==> src/rtl/sysdec_pkg.sv <==
// Package: shared field layout and opcode constants for the system word decoder.
// Assumes a 32-bit base instruction format with the opcode in bits [6:0].
package sysdec_pkg;

    localparam int WORD_W = 32;
    localparam int REG_W  = 5;
    localparam int F3_W   = 3;
    localparam int F7_W   = 7;
    localparam int OPC_W  = 7;
    localparam int IMM_W  = 12;

    localparam logic [OPC_W-1:0] OPC_SYSTEM  = 7'b1110011;
    localparam logic [OPC_W-1:0] OPC_MEMORD  = 7'b0001111;

    localparam logic [REG_W-1:0] RS2_XRET    = 5'b00010;
    localparam logic [REG_W-1:0] RS2_WFI     = 5'b00101;
    localparam logic [F7_W-1:0]  F7_WFI      = 7'b0001000;
    localparam logic [F7_W-1:0]  F7_XLATFENCE = 7'b0001001;

    // Split view of a base-format word.
    typedef struct packed {
        logic [F7_W-1:0]  funct7;
        logic [REG_W-1:0] rs2;
        logic [REG_W-1:0] rs1;
        logic [F3_W-1:0]  funct3;
        logic [REG_W-1:0] rd;
        logic [OPC_W-1:0] opcode;
    } word_fields_t;

endpackage

==> src/rtl/sysdec_fields.sv <==
// Module: sysdec_fields
// Splits a raw instruction word into named fields. Pure wiring; assumes the
// package layout matches the word width.
module sysdec_fields
    import sysdec_pkg::*;
(
    input  logic [WORD_W-1:0] word_i,
    output word_fields_t      fields_o
);

    // Reinterpret the word as the field struct.
    always_comb begin
        fields_o = word_fields_t'(word_i);
    end

endmodule

==> src/rtl/sysdec_sys_match.sv <==
// Module: sysdec_sys_match
// Classifies system-opcode words: environment call, breakpoint, the trap
// returns (one matcher per level, generated), wait, address-translation
// fence, illegal leftovers and CSR forms. Assumes qual_i already folds in
// the strobe and reset; all outputs are zero when qual_i is low.
module sysdec_sys_match
    import sysdec_pkg::*;
#(
    parameter int                 CAUSE_W       = 4,
    parameter int                 LEVEL_W       = 2,
    parameter int                 NUM_RET       = 3,
    parameter logic [CAUSE_W-1:0] CAUSE_ENVCALL = 4'd11,
    parameter logic [CAUSE_W-1:0] CAUSE_BREAK   = 4'd3,
    parameter logic [CAUSE_W-1:0] CAUSE_ILLEGAL = 4'd2
) (
    input  logic               clk,
    input  logic               rst_n,
    input  logic               qual_i,
    input  word_fields_t       f_i,
    output logic               trap_o,
    output logic [CAUSE_W-1:0] cause_o,
    output logic               ret_o,
    output logic [LEVEL_W-1:0] level_o,
    output logic               wait_o,
    output logic               xlat_o,
    output logic [REG_W-1:0]   xlat_rs1_o,
    output logic [REG_W-1:0]   xlat_rs2_o,
    output logic               csr_o
);

    // Return level served by matcher i: 0, 1, then 3 (level 2 is skipped).
    function automatic logic [LEVEL_W-1:0] level_of(input int idx);
        return (idx >= 2) ? LEVEL_W'(idx + 1) : LEVEL_W'(idx);
    endfunction

    logic                 is_sys;
    logic                 minor_zero;
    logic                 regs_zero;
    logic                 hit_envcall;
    logic                 hit_break;
    logic                 hit_wait;
    logic                 hit_xlat;
    logic                 hit_illegal;
    logic [NUM_RET-1:0]   hit_ret;
    logic [LEVEL_W-1:0]   lvl_terms [NUM_RET];

    // Opcode and common zero-field qualifiers.
    always_comb begin
        is_sys     = qual_i && (f_i.opcode == OPC_SYSTEM);
        minor_zero = (f_i.funct3 == '0);
        regs_zero  = (f_i.rs1 == '0) && (f_i.rd == '0);
    end

    // Exact patterns for call, breakpoint, wait and translation fence.
    always_comb begin
        hit_envcall = is_sys && minor_zero && regs_zero &&
                      (f_i.funct7 == '0) && (f_i.rs2 == 5'd0);
        hit_break   = is_sys && minor_zero && regs_zero &&
                      (f_i.funct7 == '0) && (f_i.rs2 == 5'd1);
        hit_wait    = is_sys && minor_zero && regs_zero &&
                      (f_i.funct7 == F7_WFI) && (f_i.rs2 == RS2_WFI);
        hit_xlat    = is_sys && minor_zero && (f_i.rd == '0) &&
                      (f_i.funct7 == F7_XLATFENCE);
    end

    // One matcher per return level; its level is ORed into the output term.
    for (genvar gi = 0; gi < NUM_RET; gi++) begin : g_ret
        localparam logic [LEVEL_W-1:0] LVL = level_of(gi);
        localparam logic [F7_W-1:0]    F7  = F7_W'({LVL, 3'b000});
        // Match the return word for this level.
        always_comb begin
            hit_ret[gi]   = is_sys && minor_zero && regs_zero &&
                            (f_i.funct7 == F7) && (f_i.rs2 == RS2_XRET);
            lvl_terms[gi] = hit_ret[gi] ? LVL : '0;
        end
    end

    // Leftover zero-minor system words are illegal.
    always_comb begin
        hit_illegal = is_sys && minor_zero && !hit_envcall && !hit_break &&
                      !hit_wait && !hit_xlat && (hit_ret == '0);
    end

    // Drive request pulses and their values.
    always_comb begin
        trap_o  = hit_envcall || hit_break || hit_illegal;
        cause_o = '0;
        if (hit_envcall)      cause_o = CAUSE_ENVCALL;
        else if (hit_break)   cause_o = CAUSE_BREAK;
        else if (hit_illegal) cause_o = CAUSE_ILLEGAL;
        ret_o   = (hit_ret != '0);
        level_o = '0;
        for (int i = 0; i < NUM_RET; i++) level_o = level_o | lvl_terms[i];
        wait_o      = hit_wait;
        xlat_o      = hit_xlat;
        xlat_rs1_o  = hit_xlat ? f_i.rs1 : '0;
        xlat_rs2_o  = hit_xlat ? f_i.rs2 : '0;
        csr_o       = is_sys && !minor_zero;
    end

    // the system-opcode classes never overlap.
    assert_sys_exclusive_R13: assert property (@(posedge clk) disable iff (!rst_n)
        $onehot0({trap_o, ret_o, wait_o, xlat_o, csr_o}));

    // a trap only ever carries one of the three known causes.
    assert_cause_known_R10: assert property (@(posedge clk) disable iff (!rst_n)
        trap_o |-> (cause_o == CAUSE_ENVCALL || cause_o == CAUSE_BREAK ||
                    cause_o == CAUSE_ILLEGAL));

    // a return never targets the reserved level 2.
    assert_ret_level_R5: assert property (@(posedge clk) disable iff (!rst_n)
        ret_o |-> (level_o != LEVEL_W'(2)));

    // a CSR form never reports a trap.
    assert_csr_no_trap_R11: assert property (@(posedge clk) disable iff (!rst_n)
        csr_o |-> !trap_o);

endmodule

==> src/rtl/sysdec_mem_match.sv <==
// Module: sysdec_mem_match
// Classifies memory-ordering opcode words into the data fence and the
// instruction-stream fence. Assumes qual_i folds in strobe and reset.
module sysdec_mem_match
    import sysdec_pkg::*;
#(
    parameter int SET_W = 4
) (
    input  logic                 clk,
    input  logic                 rst_n,
    input  logic                 qual_i,
    input  logic [OPC_W-1:0]     opcode_i,
    input  logic [F3_W-1:0]      minor_i,
    input  logic [IMM_W-1:0]     imm_i,
    output logic                 order_o,
    output logic [2*SET_W-1:0]   sets_o,
    output logic                 ifetch_o,
    output logic [IMM_W-1:0]     ifetch_imm_o
);

    logic is_mem;

    // Select the fence flavour from the minor code.
    always_comb begin
        is_mem       = qual_i && (opcode_i == OPC_MEMORD);
        order_o      = is_mem && (minor_i == 3'b000);
        ifetch_o     = is_mem && (minor_i == 3'b001);
        sets_o       = order_o ? {imm_i[2*SET_W-1:SET_W], imm_i[SET_W-1:0]} : '0;
        ifetch_imm_o = ifetch_o ? imm_i : '0;
    end

    // the two fence flavours are exclusive.
    assert_fence_exclusive_R13: assert property (@(posedge clk) disable iff (!rst_n)
        !(order_o && ifetch_o));

    // no fence without the qualifier.
    assert_fence_needs_qual_R2: assert property (@(posedge clk) disable iff (!rst_n)
        !qual_i |-> (!order_o && !ifetch_o && sets_o == '0));

endmodule

==> src/rtl/sysins_decoder.sv <==
// Module: sysins_decoder (top)
// Combinational classifier for system and memory-ordering words without a
// CSR operand. Outputs are pulses qualified by in_valid and held at zero
// while the synchronous active-low reset is asserted. Assumes the word is
// stable across the cycle in which in_valid is high.
module sysins_decoder
    import sysdec_pkg::*;
#(
    parameter int CAUSE_W = 4,
    parameter int LEVEL_W = 2
) (
    input  logic               clk,
    input  logic               rst_n,
    input  logic               in_valid,
    input  logic [31:0]        in_word,
    output logic               trap_req,
    output logic [CAUSE_W-1:0] trap_cause,
    output logic               ret_req,
    output logic [LEVEL_W-1:0] ret_level,
    output logic               wait_req,
    output logic               xlat_fence_req,
    output logic [4:0]         xlat_rs1,
    output logic [4:0]         xlat_rs2,
    output logic               order_fence_req,
    output logic [7:0]         order_sets,
    output logic               ifetch_fence_req,
    output logic [11:0]        ifetch_imm,
    output logic               csr_seen,
    output logic               flow_break
);

    localparam int SET_W = 4;

    logic         qual;
    word_fields_t fields;

    // Strobe qualified by reset.
    always_comb begin
        qual = in_valid && rst_n;
    end

    sysdec_fields u_fields (
        .word_i   (in_word),
        .fields_o (fields)
    );

    sysdec_sys_match #(
        .CAUSE_W (CAUSE_W),
        .LEVEL_W (LEVEL_W)
    ) u_sys (
        .clk        (clk),
        .rst_n      (rst_n),
        .qual_i     (qual),
        .f_i        (fields),
        .trap_o     (trap_req),
        .cause_o    (trap_cause),
        .ret_o      (ret_req),
        .level_o    (ret_level),
        .wait_o     (wait_req),
        .xlat_o     (xlat_fence_req),
        .xlat_rs1_o (xlat_rs1),
        .xlat_rs2_o (xlat_rs2),
        .csr_o      (csr_seen)
    );

    sysdec_mem_match #(
        .SET_W (SET_W)
    ) u_mem (
        .clk          (clk),
        .rst_n        (rst_n),
        .qual_i       (qual),
        .opcode_i     (fields.opcode),
        .minor_i      (fields.funct3),
        .imm_i        ({fields.funct7, fields.rs2}),
        .order_o      (order_fence_req),
        .sets_o       (order_sets),
        .ifetch_o     (ifetch_fence_req),
        .ifetch_imm_o (ifetch_imm)
    );

    // Sequential flow stops after any trap or return.
    always_comb begin
        flow_break = trap_req || ret_req;
    end

    // across both matchers at most one request or flag is active.
    assert_req_onehot_R13: assert property (@(posedge clk) disable iff (!rst_n)
        $onehot0({trap_req, ret_req, wait_req, xlat_fence_req,
                  order_fence_req, ifetch_fence_req, csr_seen}));

    // an idle strobe leaves every request and the flow flag low.
    assert_idle_quiet_R2: assert property (@(posedge clk) disable iff (!rst_n)
        !in_valid |-> !(flow_break || wait_req || xlat_fence_req ||
                        order_fence_req || ifetch_fence_req || csr_seen));

    // wait and fence requests keep sequential flow.
    assert_wait_continues_R12: assert property (@(posedge clk) disable iff (!rst_n)
        (wait_req || order_fence_req || ifetch_fence_req || xlat_fence_req) |-> !flow_break);

endmodule

==> config.mk <==
export PLATFORM = sky130hd
export DESIGN_NAME = sysins_decoder
export DESIGN_NICKNAME = d
export VERILOG_FILES = /design/src/rtl/sysdec_pkg.sv /design/src/rtl/sysdec_fields.sv /design/src/rtl/sysdec_sys_match.sv /design/src/rtl/sysdec_mem_match.sv /design/src/rtl/sysins_decoder.sv
export SDC_FILE = /design/constraint.sdc
export NUM_CORES = 1
export LEC_CHECK = 0
export BUFFER_PORTS_ARGS = -buffer_cell sky130_fd_sc_hd__buf_2
export CAP_MARGIN = 5
export CORE_UTILIZATION = 32
export DETAILED_ROUTE_END_ITERATION = 6
export PLACE_DENSITY_LB_ADDON = 0.1
export SLEW_MARGIN = 20
export SYNTH_ARGS = -nofsm -noshare
export SYNTH_HDL_FRONTEND = slang
export SYNTH_SLANG_ARGS = --single-unit
==> constraint.sdc <==
create_clock -name vclk -period 3
set_input_delay 0.75 -clock vclk [all_inputs]
set_output_delay 0.75 -clock vclk [all_outputs]
set_load 0.02 [all_outputs]
; ---- Yosys cells after proc, flatten, opt, wreduce, memory -nomap -nowiden
; Index checks and enable logic that the tools add are counted.
[word_totals]
word_cells = 59
regBits = 0
in_bits = 35
[op_classes]
n_eq_ne = 9
bitwise = 1
reduce_logical = 40
muxes = 9
[ops]
columns = op, count
row1 = logical AND 1 bit, 25
row2 = == test 7 x 4 -> 1 bit (second input constant), 3
row3 = logical NOT 5 bit, 3
row4 = 2-to-1 mux 12 bit, 1
row5 = 2-to-1 mux 5 bit, 2
row6 = 2-to-1 mux 8 bit, 1
row7 = == test 7 x 5 -> 1 bit (second input constant), 1
row8 = == test 7 bit (second input constant), 1
row9 = logical NOT 7 bit, 1
row10 = logical NOT 3 bit, 2
row11 = 2-to-1 mux 2 bit, 3
row12 = == test 5 x 1 -> 1 bit (second input constant), 1
row13 = == test 5 x 2 -> 1 bit (second input constant), 1
row14 = == test 5 x 3 -> 1 bit (second input constant), 1
row15 = logical NOT 1 bit, 5
row16 = 2-to-1 mux 4 bit, 1
row17 = == test 3 x 1 -> 1 bit (second input constant), 1
row18 = logical OR 1 bit, 3
row19 = nonzero test 3 bit, 1
row20 = OR 2 bit, 1
row21 = 2-to-1 mux 1 bit, 1

; ---- Logic depth before layout (Yosys ltp)
[logic_depth]
ltp_word = 15
mapped_depth = 5
mapped_depth_nobuf = 4

; ---- By module
; Synthesis repeated with hierarchy kept, for this count alone.
[hier_totals]
cells_unflattened = 130
area_unflattened_um2 = 1096.1
[by_module_without_submodules]
columns = module, area_per_inst_um2, instances, seq_area_each_um2, cells_per_inst
row1 = sysdec_mem_match, 503.0, 1, 0.0, 45
row2 = sysdec_sys_match, 340.3, 1, 0.0, 51
row3 = sysdec_fields, 240.2, 1, 0.0, 32
row4 = sysins_decoder, 12.5, 1, 0.0, 2

; ---- Least setup slack after synthesis
; Ideal clock, no wire load.
[synth_path]
kind = input -> output
start = input port in_word[7]
end = output port ret_req
arrival_ps = 2322
stages = 4
setup_slack_ps = -72
path_buffers = 0
path_cell_list = or4_4 nor4_4 nand4_4 nor4b_2
[synth_via]
elab_chain_len = 6
word_cells_on_any_way = 10
cone_classes = reduce/logical: 10
[synth_lines]
columns = element, line
row1 = from (decl), sysins_decoder.sv:15  ; input logic [31:0] in_word,
row2 = logical NOT 5 bit (*), sysdec_sys_match.sv:51  ; regs_zero = (f_i.rs1 == '0) && (f_i.rd == '0);
row3 = logical AND 1 bit (*), sysdec_sys_match.sv:51
row4 = logical AND 1 bit (*), sysdec_sys_match.sv:72  ; hit_ret[gi] = is_sys && minor_zero && regs_zero &&
row5 = logical AND 1 bit, sysdec_sys_match.sv:72
row6 = logical AND 1 bit, sysdec_sys_match.sv:73  ; (f_i.funct7 == F7) && (f_i.rs2 == RS2_XRET);
row7 = nonzero test 3 bit (*), sysdec_sys_match.sv:91  ; ret_o = (hit_ret != '0);
row8 = to (decl), sysins_decoder.sv:18  ; output logic ret_req,
; Every way passes the cells marked *; elsewhere a longest branch is shown, timed or not.

; ---- Worst setup path after layout
[layout_path]
start = input port in_word[26]
end = output port ret_req
[layout_via]
elab_chain_len = 4
word_cells_on_any_way = 10
cone_classes = eq/ne: 2 / reduce/logical: 8
[layout_lines]
columns = element, line
row1 = == test 7 x 4 -> 1 bit (tied with other cells), sysdec_sys_match.sv:73
row2 = logical AND 1 bit, sysdec_sys_match.sv:72
row3 = logical AND 1 bit, sysdec_sys_match.sv:73
row4 = nonzero test 3 bit (*), sysdec_sys_match.sv:91
; Marks and branches as above.

==> impl_metrics.tcl <==
set metrics [dict create \
    worstSetupStartpoint "in_word[26]" \
    initial_core_util_pct 35.3 \
    period_share_pct 104 \
    endpoint "ret_req" \
    failed_checks "setup timing" \
    overflow 0 \
    final_cells 174 \
    die_w_um 43.2 \
    path_max_fanout 3 \
    postRouteAntennaNets 0 \
    max_freq_mhz 322 \
    die_h_um 43.2 \
    fin_setup_tns_ns -0.678 \
    first_iter_violations 11 \
    diodes 0 \
    hold_violations 0 \
    grt_setup_unrepaired "true" \
    dr.pass1.iters 4 \
    grt_max_degree 14 \
    critical_path_required_ns 2.25 \
    ir_worst_vdd_mv 0.0394 \
    min_path_type "in2out" \
    layout.nets 195 \
    synth.cell_area_sq_um 544 \
    layout-drive-gt1-share_pct 60.8 \
    port_buffers 77 \
    vias 878 \
    ys_seq_area_share_pct 0 \
    syn_inst 79 \
    wl_um 1910 \
    area_growth_pct 88.5 \
    cp.arrival_ns 2.36 \
    ios 79 \
    drv_slew 0 \
    dp_cells 172 \
    vias_per_cell 5.05 \
    min_period_ns 3.11 \
    setup_violations 16 \
    cts_hold_buf 0 \
    antenna_found_initial 0 \
    dieArea_sq_um 1870 \
    synth_warnings 0 \
    globalplace.congestion 0.827 \
    n_sequential_cell 0 \
    cp-end-kind "primary output" \
    avgSynthCellArea_sq_um 6.89 \
    grt_pass1_wl_um 2950 \
    nClkBuffers 0 \
    dp_hpwl_um 1620 \
    drcViolationCount 0 \
    maxCapViolations 0 \
    rows 14 \
    grt_pass1_vias 758 \
    syn_nets 114 \
    routedWlPerCell_um 10.9 \
    critPathLaunchType "primary input" \
    yosysUniqueCellTypes 30 \
    seqCellArea_sq_um 0 \
    status "finished with violations" \
    power_leakage_uw 0.000590 \
    power_per_cell_area_nw_per_um2 46.8 \
    criticalPathCategory "in2out" \
    whs_ns 1.83 \
    grtUsageTotal_pct 19.2 \
    core_sq_um 1540 \
    worst_slack_ns -0.110 \
]
-- how the worst min path moves through the flow --
stage	from	cells after the start	slack (ns)	end
final	in_word[20]	3	1.83	trap_cause[3]
after global routing	in_word[18]	3	1.84	xlat_rs1[3]
after CTS	in_word[18]	3	1.83	xlat_rs1[3]
after detailed placement	in_word[18]	3	1.83	xlat_rs1[3]
after global placement	in_word[20]	3	1.83	trap_cause[3]
after floorplan	in_word[29]	2	1.63	ret_level[1]
-- cells in the mapped netlist, types with 2 or more instances --
cell / n / area share [%]
clkbuf_1: 2 / 1.4
nor2_1: 3 / 2.1
and4_1: 2 / 3.2
buf_4: 2 / 2.8
nor3_1: 6 / 5.5
nand2_1: 3 / 2.1
nor4_1: 3 / 3.4
nand3b_1: 2 / 2.8
nand4_1: 2 / 2.3
and2_1: 31 / 36
a41oi_1: 2 / 3.2
or4_1: 2 / 2.8
and3_1: 2 / 2.3
-- layout by cell type, fill, tap and decap left out, types with 2 or more instances in the layout --
cell type,Yosys,layout
and2_1,31,31
and3_1,2,2
and4_1,2,2
buf_2,1,71
buf_4,2,11
buf_6,0,2
nand2_1,3,3
nand3b_1,2,2
nand4_1,2,2
nor2_1,3,2
nor3_1,6,5
nor4_1,3,2
or4_1,2,2
-- metal layers --
| metal | track usage, % | vias up | share of wire [%] |
|---|---|---|---|
| met5 | 0 | - | 0 |
| met4 | 1.21 | 0 | 0.31 |
| met3 | 1.70 | 2 | 9.3 |
| met2 | 37.0 | 54 | 51 |
| met1 | 23.5 | 380 | 39 |
| li1 | - | 442 | - |
-- logic make-up (layout without fill, tap and decap cells) --
family	after synthesis	count (layout)	share of synthesized area [%]
AO/OA/AOI/OAI	4	4	6.21
buffers and inverters	5	84	5.06
other	1	1	0.689
AND/OR/NAND/NOR	69	69	88.0
-- through the flow --
stage	util [%]	setup slack, ns	total power (uW)	area, sq um
global route	66.6	-0.187	52.7	1030
global placement	62.3	-0.119	44.3	960
finish	66.6	-0.110	48.0	1030
CTS	63.5	-0.101	47.2	978
floorplan	-	-0.0720	12.4	544
detailed placement	62.3	-0.113	45.8	960
-- final cells by class --
class,instances,area (sq um)
Fill cell,145,515
Multi-Input combinational cell,74,546
Tap cell,16,20.0
Timing Repair Buffer,84,460
-- repair_timing --
item / in CTS / in global routing
setup endpoints to repair: 17 / 18
pin swaps: 0 / 6
buffers inserted: 1 / 2
gates resized for setup: 3 / 10
-- worst max-delay path: stages --
cell	delay (ns)
buf_2	0.11
or4_1	0.59
buf_4	0.18
or2_2	0.29
nor4b_2	0.26
buf_4	0.17
-- power breakdown --
part           internal (uW)  switching, uW
clock network              0              0
logic                   23.4           24.6
registers                  0              0
total                   23.4           24.6
No activity file was read; power rests on OpenSTA's default activity.
